$ cat src/rtl/spi_ctl_pkg.sv
package spi_ctl_pkg;

    localparam int BUS_W  = 32;
    localparam int WORD_W = 16;
    localparam int NSEL_W = $clog2(WORD_W);
    localparam int CR1_W  = 4;
    localparam int PSC_W  = 8;
    localparam int IRQ_W  = 4;
    localparam int EN_BIT = 1;

    typedef enum logic [3:0] {
        SEL_CTL0, SEL_CTL1, SEL_DATA, SEL_STAT, SEL_PSC,
        SEL_MASK, SEL_RAW, SEL_MIS, SEL_DMA, SEL_NONE
    } reg_sel_e;

    typedef struct packed {
        logic busy;
        logic rx_full;
        logic rx_nempty;
        logic tx_nfull;
        logic tx_empty;
    } stat_t;

    function automatic reg_sel_e decode_addr(input logic [31:0] a);
        case (a)
            32'h00:  return SEL_CTL0;
            32'h04:  return SEL_CTL1;
            32'h08:  return SEL_DATA;
            32'h0C:  return SEL_STAT;
            32'h10:  return SEL_PSC;
            32'h14:  return SEL_MASK;
            32'h18:  return SEL_RAW;
            32'h1C:  return SEL_MIS;
            32'h20:  return SEL_DMA;
            default: return SEL_NONE;
        endcase
    endfunction

    function automatic logic [WORD_W-1:0] width_mask(input logic [NSEL_W-1:0] n);
        logic [31:0] ones;
        ones = (32'd1 << (32'(n) + 32'd1)) - 32'd1;
        return ones[WORD_W-1:0];
    endfunction

endpackage

$ cat src/rtl/spi_ctl_fifo.sv
module spi_ctl_fifo #(
    parameter int W     = 16,
    parameter int DEPTH = 8,
    localparam int PW   = (DEPTH > 1) ? $clog2(DEPTH) : 1,
    localparam int CW   = $clog2(DEPTH + 1)
) (
    input  logic          clk,
    input  logic          rst,
    input  logic          push,
    input  logic [W-1:0]  push_data,
    input  logic          pop,
    output logic [W-1:0]  head_data,
    output logic [CW-1:0] count,
    output logic          full,
    output logic          empty
);

    logic [W-1:0]  mem [DEPTH];
    logic [PW-1:0] wp, rp;
    logic          do_push, do_pop;

    function automatic logic [PW-1:0] step(input logic [PW-1:0] p);
        return (p == PW'(DEPTH - 1)) ? '0 : p + PW'(1);
    endfunction

    assign full    = (count == CW'(DEPTH));
    assign empty   = (count == '0);
    assign do_push = push && !full;
    assign do_pop  = pop && !empty;
    assign head_data = mem[rp];

    always_ff @(posedge clk) begin
        if (do_push) mem[wp] <= push_data;
    end

    always_ff @(posedge clk) begin
        if (rst) begin
            wp    <= '0;
            rp    <= '0;
            count <= '0;
        end else begin
            if (do_push) wp <= step(wp);
            if (do_pop)  rp <= step(rp);
            count <= count + CW'(do_push) - CW'(do_pop);
        end
    end

    // occupancy never exceeds depth; a push into a full queue is lost
    a_r3_no_overflow: assert property (@(posedge clk) disable iff (rst)
        (count == CW'(DEPTH) && push && !pop) |=> count == CW'(DEPTH));
    a_r3_bound: assert property (@(posedge clk) disable iff (rst)
        count <= CW'(DEPTH));
    // popping an empty queue leaves it empty
    a_r4_no_underflow: assert property (@(posedge clk) disable iff (rst)
        (count == '0 && pop && !push) |=> count == '0);
    // simultaneous accepted push and pop keep occupancy
    a_r11_balance: assert property (@(posedge clk) disable iff (rst)
        (push && pop && count != '0 && count != CW'(DEPTH)) |=> $stable(count));

endmodule

$ cat src/rtl/spi_ctl_flags.sv
module spi_ctl_flags
    import spi_ctl_pkg::*;
#(
    parameter int DEPTH = 8,
    localparam int CW   = $clog2(DEPTH + 1),
    localparam int HALF = DEPTH / 2
) (
    input  logic             clk,
    input  logic             rst,
    input  logic [CW-1:0]    tx_cnt,
    input  logic [CW-1:0]    rx_cnt,
    input  logic [IRQ_W-1:0] mask,
    output stat_t            stat,
    output logic [IRQ_W-1:0] raw,
    output logic [IRQ_W-1:0] masked,
    output logic             irq
);

    always_comb begin
        stat.tx_empty  = (tx_cnt == '0);
        stat.tx_nfull  = (tx_cnt != CW'(DEPTH));
        stat.rx_nempty = (rx_cnt != '0);
        stat.rx_full   = (rx_cnt == CW'(DEPTH));
        stat.busy      = (tx_cnt != '0);
        raw            = '0;
        raw[2]         = (rx_cnt >= CW'(HALF));
        raw[3]         = (tx_cnt <= CW'(HALF));
        masked         = raw & mask;
        irq            = |masked;
    end

    // a full inbound queue always asserts the receive-level source
    a_r6_full_rx_level: assert property (@(posedge clk) disable iff (rst)
        stat.rx_full |-> raw[2]);
    // an empty outbound queue always asserts the transmit-level source
    a_r6_empty_tx_level: assert property (@(posedge clk) disable iff (rst)
        stat.tx_empty |-> raw[3]);

endmodule

$ cat src/rtl/spi_ctl_front.sv
module spi_ctl_front
    import spi_ctl_pkg::*;
#(
    parameter int ADDR_W = 12,
    parameter int DEPTH  = 8,
    localparam int CW    = $clog2(DEPTH + 1)
) (
    input  logic              clk,
    input  logic              rst,
    input  logic              bus_sel,
    input  logic              bus_wr,
    input  logic [ADDR_W-1:0] bus_addr,
    input  logic [BUS_W-1:0]  bus_wdata,
    output logic [BUS_W-1:0]  bus_rdata,
    output logic              irq,
    output logic              tx_pop_valid,
    input  logic              tx_pop_ready,
    output logic [WORD_W-1:0] tx_pop_data,
    input  logic              rx_push_valid,
    output logic              rx_push_ready,
    input  logic [WORD_W-1:0] rx_push_data
);

    logic [WORD_W-1:0] ctl0_q;
    logic [CR1_W-1:0]  ctl1_q;
    logic [PSC_W-1:0]  psc_q;
    logic [IRQ_W-1:0]  mask_q;

    reg_sel_e          sel;
    logic              wr_hit, rd_hit;
    logic              en;
    logic [WORD_W-1:0] wmask, rx_head;
    logic [CW-1:0]     tx_cnt, rx_cnt;
    logic              tx_full, tx_empty, rx_full, rx_empty;
    stat_t             stat;
    logic [IRQ_W-1:0]  raw, masked;
    logic              unused_hi;

    assign unused_hi = ^bus_wdata[BUS_W-1:WORD_W];

    assign sel    = decode_addr(32'(bus_addr));
    assign wr_hit = bus_sel && bus_wr;
    assign rd_hit = bus_sel && !bus_wr;
    assign en     = ctl1_q[EN_BIT];
    assign wmask  = width_mask(ctl0_q[NSEL_W-1:0]);

    always_ff @(posedge clk) begin
        if (rst) begin
            ctl0_q <= '0;
            ctl1_q <= '0;
            psc_q  <= '0;
            mask_q <= '0;
        end else if (wr_hit) begin
            case (sel)
                SEL_CTL0: ctl0_q <= bus_wdata[WORD_W-1:0];
                SEL_CTL1: ctl1_q <= bus_wdata[CR1_W-1:0];
                SEL_PSC:  psc_q  <= bus_wdata[PSC_W-1:0];
                SEL_MASK: mask_q <= bus_wdata[IRQ_W-1:0];
                default:  ;
            endcase
        end
    end

    spi_ctl_fifo #(.W(WORD_W), .DEPTH(DEPTH)) u_txq (
        .clk       (clk),
        .rst       (rst),
        .push      (wr_hit && sel == SEL_DATA),
        .push_data (bus_wdata[WORD_W-1:0] & wmask),
        .pop       (tx_pop_valid && tx_pop_ready),
        .head_data (tx_pop_data),
        .count     (tx_cnt),
        .full      (tx_full),
        .empty     (tx_empty)
    );

    spi_ctl_fifo #(.W(WORD_W), .DEPTH(DEPTH)) u_rxq (
        .clk       (clk),
        .rst       (rst),
        .push      (rx_push_valid && rx_push_ready),
        .push_data (rx_push_data & wmask),
        .pop       (rd_hit && sel == SEL_DATA),
        .head_data (rx_head),
        .count     (rx_cnt),
        .full      (rx_full),
        .empty     (rx_empty)
    );

    assign tx_pop_valid  = en && !tx_empty;
    assign rx_push_ready = en && !rx_full;

    spi_ctl_flags #(.DEPTH(DEPTH)) u_flags (
        .clk    (clk),
        .rst    (rst),
        .tx_cnt (tx_cnt),
        .rx_cnt (rx_cnt),
        .mask   (mask_q),
        .stat   (stat),
        .raw    (raw),
        .masked (masked),
        .irq    (irq)
    );

    always_comb begin
        bus_rdata = '0;
        case (sel)
            SEL_CTL0: bus_rdata = BUS_W'(ctl0_q);
            SEL_CTL1: bus_rdata = BUS_W'(ctl1_q);
            SEL_DATA: bus_rdata = rx_empty ? '0 : BUS_W'(rx_head);
            SEL_STAT: bus_rdata = BUS_W'(stat);
            SEL_PSC:  bus_rdata = BUS_W'(psc_q);
            SEL_MASK: bus_rdata = BUS_W'(mask_q);
            SEL_RAW:  bus_rdata = BUS_W'(raw);
            SEL_MIS:  bus_rdata = BUS_W'(masked);
            default:  bus_rdata = '0;
        endcase
    end

    // with the enable clear, only a bus read can change inbound occupancy
    a_r9_no_push_disabled: assert property (@(posedge clk) disable iff (rst)
        (!en && !(rd_hit && sel == SEL_DATA)) |=> rx_cnt == $past(rx_cnt));
    // with the enable clear, outbound occupancy never falls
    a_r9_no_pop_disabled: assert property (@(posedge clk) disable iff (rst)
        !en |=> tx_cnt >= $past(tx_cnt));
    // writes to unmapped offsets leave every setting unchanged
    a_r10_ignore_unmapped: assert property (@(posedge clk) disable iff (rst)
        (wr_hit && sel == SEL_NONE) |=>
            ($stable(ctl0_q) && $stable(ctl1_q) && $stable(psc_q) && $stable(mask_q)));

endmodule

$ cat config.mk
export PLATFORM = sky130hd
export DESIGN_NAME = spi_ctl_front
export DESIGN_NICKNAME = d
export VERILOG_FILES = /design/src/rtl/spi_ctl_pkg.sv /design/src/rtl/spi_ctl_fifo.sv /design/src/rtl/spi_ctl_flags.sv /design/src/rtl/spi_ctl_front.sv
export SDC_FILE = /design/constraint.sdc
export NUM_CORES = 1
export LEC_CHECK = 0
export BUFFER_PORTS_ARGS = -buffer_cell sky130_fd_sc_hd__buf_2
export CAP_MARGIN = 20
export CORE_MARGIN = 2
export CORE_UTILIZATION = 59
export DETAILED_ROUTE_END_ITERATION = 12
export PLACE_DENSITY = 0.83
export RECOVER_POWER = 50
export REMOVE_ABC_BUFFERS = 1
export SETUP_SLACK_MARGIN = 0.5
export SLEW_MARGIN = 20
export SYNTH_ARGS = -nofsm -noshare
export SYNTH_HDL_FRONTEND = slang
export SYNTH_SLANG_ARGS = --single-unit
$ cat constraint.sdc
create_clock -name clk -period 5.8 [get_ports clk]
set_clock_uncertainty 0.1 [all_clocks]
set_input_delay 0.87 -clock clk [delete_from_list [all_inputs] [get_ports clk]]
set_output_delay 0.87 -clock clk [all_outputs]
set_load 0.1 [all_outputs]
-- After elaboration in Yosys (flattened, before gate mapping)
Memories as Yosys holds them, arrays and structs flattened. A register that Yosys moved wholly into a read port is not among the register bits.
Index checks and enable logic that the tools add are counted.
- $add $sub $neg: 10
- order comparisons: 2
- equal/unequal tests: 22
- shift-type cells: 1
- multiplexer cells: 15
- bitwise operators: 3
- reductions and logical operators: 28
- operators by type and width (operator ; count):
    $pmux 16 s8 ; 1
    $eq 12x5->1 const B ; 4
    $pmux 4 s9 ; 1
    $and 16x16->16 ; 2
    $eq 12x4->1 const B ; 2
    $mux 3 ; 8
    $eq 4x3->1 const B ; 4
    $mux 16 ; 1
    $shl 1x5->16 const A ; 1
    $sub 16x1->16 const B ; 1
    $add 3x1->3 const B ; 4
    $eq 12x3->1 const B ; 1
    $eq 12x6->1 const B ; 1
    $eq 3x3->1 const B ; 4
    $logic_and 1x1->1 ; 12
    $logic_not 12->1 ; 1
    $logic_not 4->1 ; 3
    $add 4x1->4 ; 2
    $eq 4x2->1 const B ; 2
    $eq 4x4->1 const B ; 2
    $reduce_and 2->1 ; 4
    $reduce_bool 4->1 ; 2
    $sub 4x1->4 ; 2
    $add 4x1->5 const B ; 1
    other kinds (8) ; 15
- register bits: 52
- memory bits (writable): 256
- input port bits: 66
- output and inout port bits: 51
- logic and storage cells: 93
- memories kept: 2
- memory list (name ; depth ; bits a word ; rd ports ; clocked after Yosys merged registers in ; wr ports ; RTL line ; text):
    u_rxq.mem ; 8 ; 16 ; 1 ; 1 ; 1 ; spi_ctl_fifo.sv:18 ; logic [W-1:0] mem [DEPTH];
    u_txq.mem ; 8 ; 16 ; 1 ; 1 ; 1 ; spi_ctl_fifo.sv:18 ;

-- Depth between registers and ports, before layout
- depth after elaboration: 7
- depth in mapped cells: 12
- depth with buffers taken out: 12

-- Hierarchy
Synthesis repeated with hierarchy kept, for this count alone.
- cells, all modules: 844
- area total of the unflattened synthesis: 13715.7 um2
- by module, submodules not included (module ; instances ; cells each ; area each (um2) ; seq. area each (um2)):
    spi_ctl_fifo (u_txq) ; 1 ; 264 ; 5600.4 ; 4103.9
    spi_ctl_fifo (u_rxq) ; 1 ; 265 ; 5594.1 ; 4103.9
    spi_ctl_front ; 1 ; 297 ; 2411.1 ; 640.6
    spi_ctl_flags ; 1 ; 18 ; 110.1 ; 0.0

-- Least setup slack after synthesis
Ideal clock, no wire load.
- path kind: in2out
- start point: input bus_addr[9]
- end point: output bus_rdata[12]
- arrival time: 4.319 ns
- data required time: 4.830 ns
- setup slack: 0.511 ns
- stages: 5
- path buffers: 1
- path through: or4_4 > nor3_1 > nand2_1 > clkbuf_1 > o21ai_0
- longest elaborated chain between the ends: 4
- RTL lines (element ; RTL line ; text):
    from (decl) ; spi_ctl_front.sv:12 ; input logic [ADDR_W-1:0] bus_addr,
    $eq 12x6->1 (tied with other cells) ; spi_ctl_pkg.sv:25 ; case (a)
    $pmux 4 s9 * ; spi_ctl_pkg.sv:25 ;
    $eq 4x3->1 (tied with other cells) ; spi_ctl_front.sv:105 ; case (sel)
    $pmux 16 s8 * ; spi_ctl_front.sv:105 ;
    to (decl) ; spi_ctl_front.sv:14 ; output logic [BUS_W-1:0] bus_rdata,
Every way passes the cells marked *; elsewhere a longest branch is shown, timed or not.

-- Worst setup path in the final report
- start point: input bus_addr[9]
- end point: output bus_rdata[10]
The elaborated chain is that of the path after synthesis.

==> impl_metrics.py <==
metrics = {
    "status": {
        "status": "finished with violations",
        "violations": "capacitance limit, slew limit",
    },
    "sta": {
        "slew_headroom_pct": -36.9,
        "hold_viol": 0,
        "fmax_mhz": 229,
        "finalWorstSetupSlack_ps": 1430,
        "worst_pin_slew_ps": 2030,
        "grt_setup_unrepaired": "no",
        "finalCritPeriodShare_pct": 75.3,
        "finalSetupTns_ps": 0,
        "finalSetupViolCount": 0,
        "slew_viol_final": 9,
        "min_period_ps": 4370,
    },
    "setup_path": {
        "worstPathRequired_ps": 4830,
        "cp-start-kind": "primary input",
        "path_class": "in -> out",
        "path_buf_inv": 2,
        "crit_top_cell": "buf_2",
        "arrival_ps": 3400,
        "rrSetupSlack_ps": 2080,
        "max_stage_delay_ps": 600,
        "path_cells": "buf_2 > or4_1 > nor3_1 > nand2_1 > o21ai_0 > buf_2",
        "path_max_fanout": 15,
        "critPathTopFamily": "simple AND/OR/NAND/NOR gates",
        "end_kind": "primary output",
        "slowest_stage": "or4_1",
    },
    "power": {
        "switchingPower_uw": 895,
        "swShare_pct": 19.8,
        "pwr-share-clk_pct": 44.6,
        "vdd_drop_max_v": 0.000324,
        "p_per_area_nw_per_um2": 300,
        "pwr-share-seq_pct": 53.2,
        "p_int_uw": 3630,
        "power_leakage_uw": 0.00552,
        "power_frac_comb_pct": 2.3,
    },
    "placement": {
        "dp_cells": 1162,
        "place_area_um2": 14100,
        "detailedPlace.worstSlack_ps": 1550,
        "place_congestion": 0.850,
        "io_buffers": 84,
        "dp_hpwl_um": 17500,
    },
    "clocking": {
        "cts_resized": 0,
        "clk_pin_slew_worst_paths_ps": 60,
        "htreeDepth": 1,
        "cts_tree": "done",
        "cts_hold_buf": 0,
        "cts_made_buffers": 31,
        "clock-sinks": 314,
        "cts_root_buffer": "clkbuf_16",
        "postCtsSetupBuffers": 0,
        "cts_max_path_buffers": 3,
        "insertion_delay_ps": 550,
    },
    "global_route": {
        "grt_pass1_vias": 7573,
        "grt_pass1_wl_um": 42500,
        "antenna_found_initial": 2,
        "overflow": 0,
        "grt_usage_pct": 23.6,
        "grt_max_degree": 62,
    },
    "route": {
        "routedWlPerCell_um": 23.0,
        "dr.pass1.iters": 8,
        "drc": 0,
        "drtIter0Drc": 567,
        "drtAntennaViolNets": 0,
        "vias_per_cell": 6.13,
        "wirelength_um": 28100,
        "dr_total_vias": 7479,
    },
    "finish": {
        "layout_common_cells": "edfxtp_1 (256), buf_2 (82), mux4_2 (64)",
        "area_growth_pct": 13.4,
        "drive_gt1_share_pct": 26.7,
        "fin_nets": 1005,
        "final_common_cell": "edfxtp_1",
        "finalNonFillerCells": 1221,
        "fin_area_um2": 15100,
    },
    "floorplanning": {
        "die_y_um": 154,
        "die-area_um2": 23700,
        "core_um2": 22000,
        "io_pins": 117,
        "floorplan.initialDensity_pct": 60.5,
        "rows": 54,
        "die_w_um": 154,
    },
    "synth": {
        "synth_compound_area_share_pct": 4.24,
        "syn_area_um2": 13300,
        "postSynthAreaPerCell_um2": 16.0,
        "synth-simple-area-share_pct": 7.68,
        "ys_types": 58,
        "yosys_warnings": 0,
        "synth_top_family_by_area": "multiplexers",
        "synth-seq-cells": 314,
        "seq_area_frac_synth_pct": 66.6,
        "synthFlopType": "edfxtp_1",
        "syn_inst": 828,
        "synth_xor_area_share_pct": 0.330,
        "async_reset_ff_share_pct": 0,
        "synth_edf_count": 256,
        "synth-adder-area-share_pct": 2.37,
        "synthMuxAreaShare_pct": 15.8,
    },
    "worst_hold_path": {
        "hold_class": "reg -> reg",
    },
    "job": {
        "drv_cap": 1,
    },
}
## cells by family (layout without fill, tap and decap cells)
family                   after synthesis  in the layout
flip-flops                           314            314
AND/OR/NAND/NOR                      178            178
multiplexers                         128            128
AO/OA/AOI/OAI                         93             93
buffers and inverters                 84            180
adder cells (fa/ha/maj)               24             24
XOR/XNOR                               5              5
other                                  2             19
## metrics by stage
| stage | util [%] | power (uW) | hold WS [ps] |
|---|---|---|---|
| after floorplan | - | 2520 | 345 |
| after global placement | 64.1 | 2550 | 360 |
| after detailed placement | 64.1 | 2560 | 364 |
| after CTS | 68.9 | 4550 | 379 |
| after global routing | 68.6 | 4630 | 392 |
| final | 68.6 | 4520 | 376 |
## final timing paths
check                                          startpoint                    endpoint  cells past startpoint
worst max-delay path                          bus_addr[9]               bus_rdata[10]                      6
worst min-delay path                psc_q[2]$_SDFFE_PP0P_       psc_q[2]$_SDFFE_PP0P_                      2
worst max register to register  u_rxq.count[2]$_SDFF_PP0_  u_rxq.mem[0][15]$_DFFE_PP_                      7
worst min register to register      psc_q[2]$_SDFFE_PP0P_       psc_q[2]$_SDFFE_PP0P_                      2
## power groups by stage
stage               clock, uW  sequential, uW  combinational, uW
floorplan                   0            2450               62.8
global placement            0            2450                101
detailed placement          0            2450                102
CTS                      2040            2410                102
global route             2120            2400                107
finish                   2020            2410                103
## layout make-up
| cell class | instances | area (um^2) |
|---|---|---|
| fill | 1379 | 6890 |
| tap | 280 | 350 |
| clock buffer | 43 | 925 |
| timing repair buffer | 105 | 553 |
| inverter | 18 | 67.6 |
| multi-input combinational | 445 | 4190 |
| antenna | 2 | 5.00 |
| sequential | 314 | 8850 |
| clock inverter | 14 | 131 |
## synthesized netlist by cell type (all sizes together) (22+ instances only)
cell type,number,share of area [%]
mux2i,45,3.4
edfxtp,256,58
a21oi,28,1.1
o21ai,32,1.2
nand2b,29,1.4
ha,22,2.1
dfxtp,58,8.7
mux4,64,11
nand3,22,0.83
nand2,23,0.65
clkbuf,37,1.0
buf,29,1.3
nor2b,22,1.0
## metal layers
layer  wire (um)  vias to the layer above  part of all wire, %  track usage (%)
li1            -                     3364                    -                -
met1       11000                     3783                   39             30.2
met2       14500                      273                   52             41.4
met3        1690                       59                  6.0             4.14
met4         787                        0                  2.8             7.65
met5           0                        -                    0                0
## sequential cells by signal (all words and copies together) (netlist names), named ones only
name	count
u_rxq.mem	128
u_rxq.rp	3
ctl0_q	16
u_txq.wp	3
u_txq.mem	128
u_rxq.wp	3
mask_q	4
psc_q	8
u_rxq.count	4
u_txq.count	4
ctl1_q	4
u_txq.rp	3
## worst min-delay path, cell delays in order (launching register included)
cell,delay (ps)
dfxtp_1,310
nand2b_1,60
mux2i_1,60
Note: power is estimated with default switching activity, not from simulation.
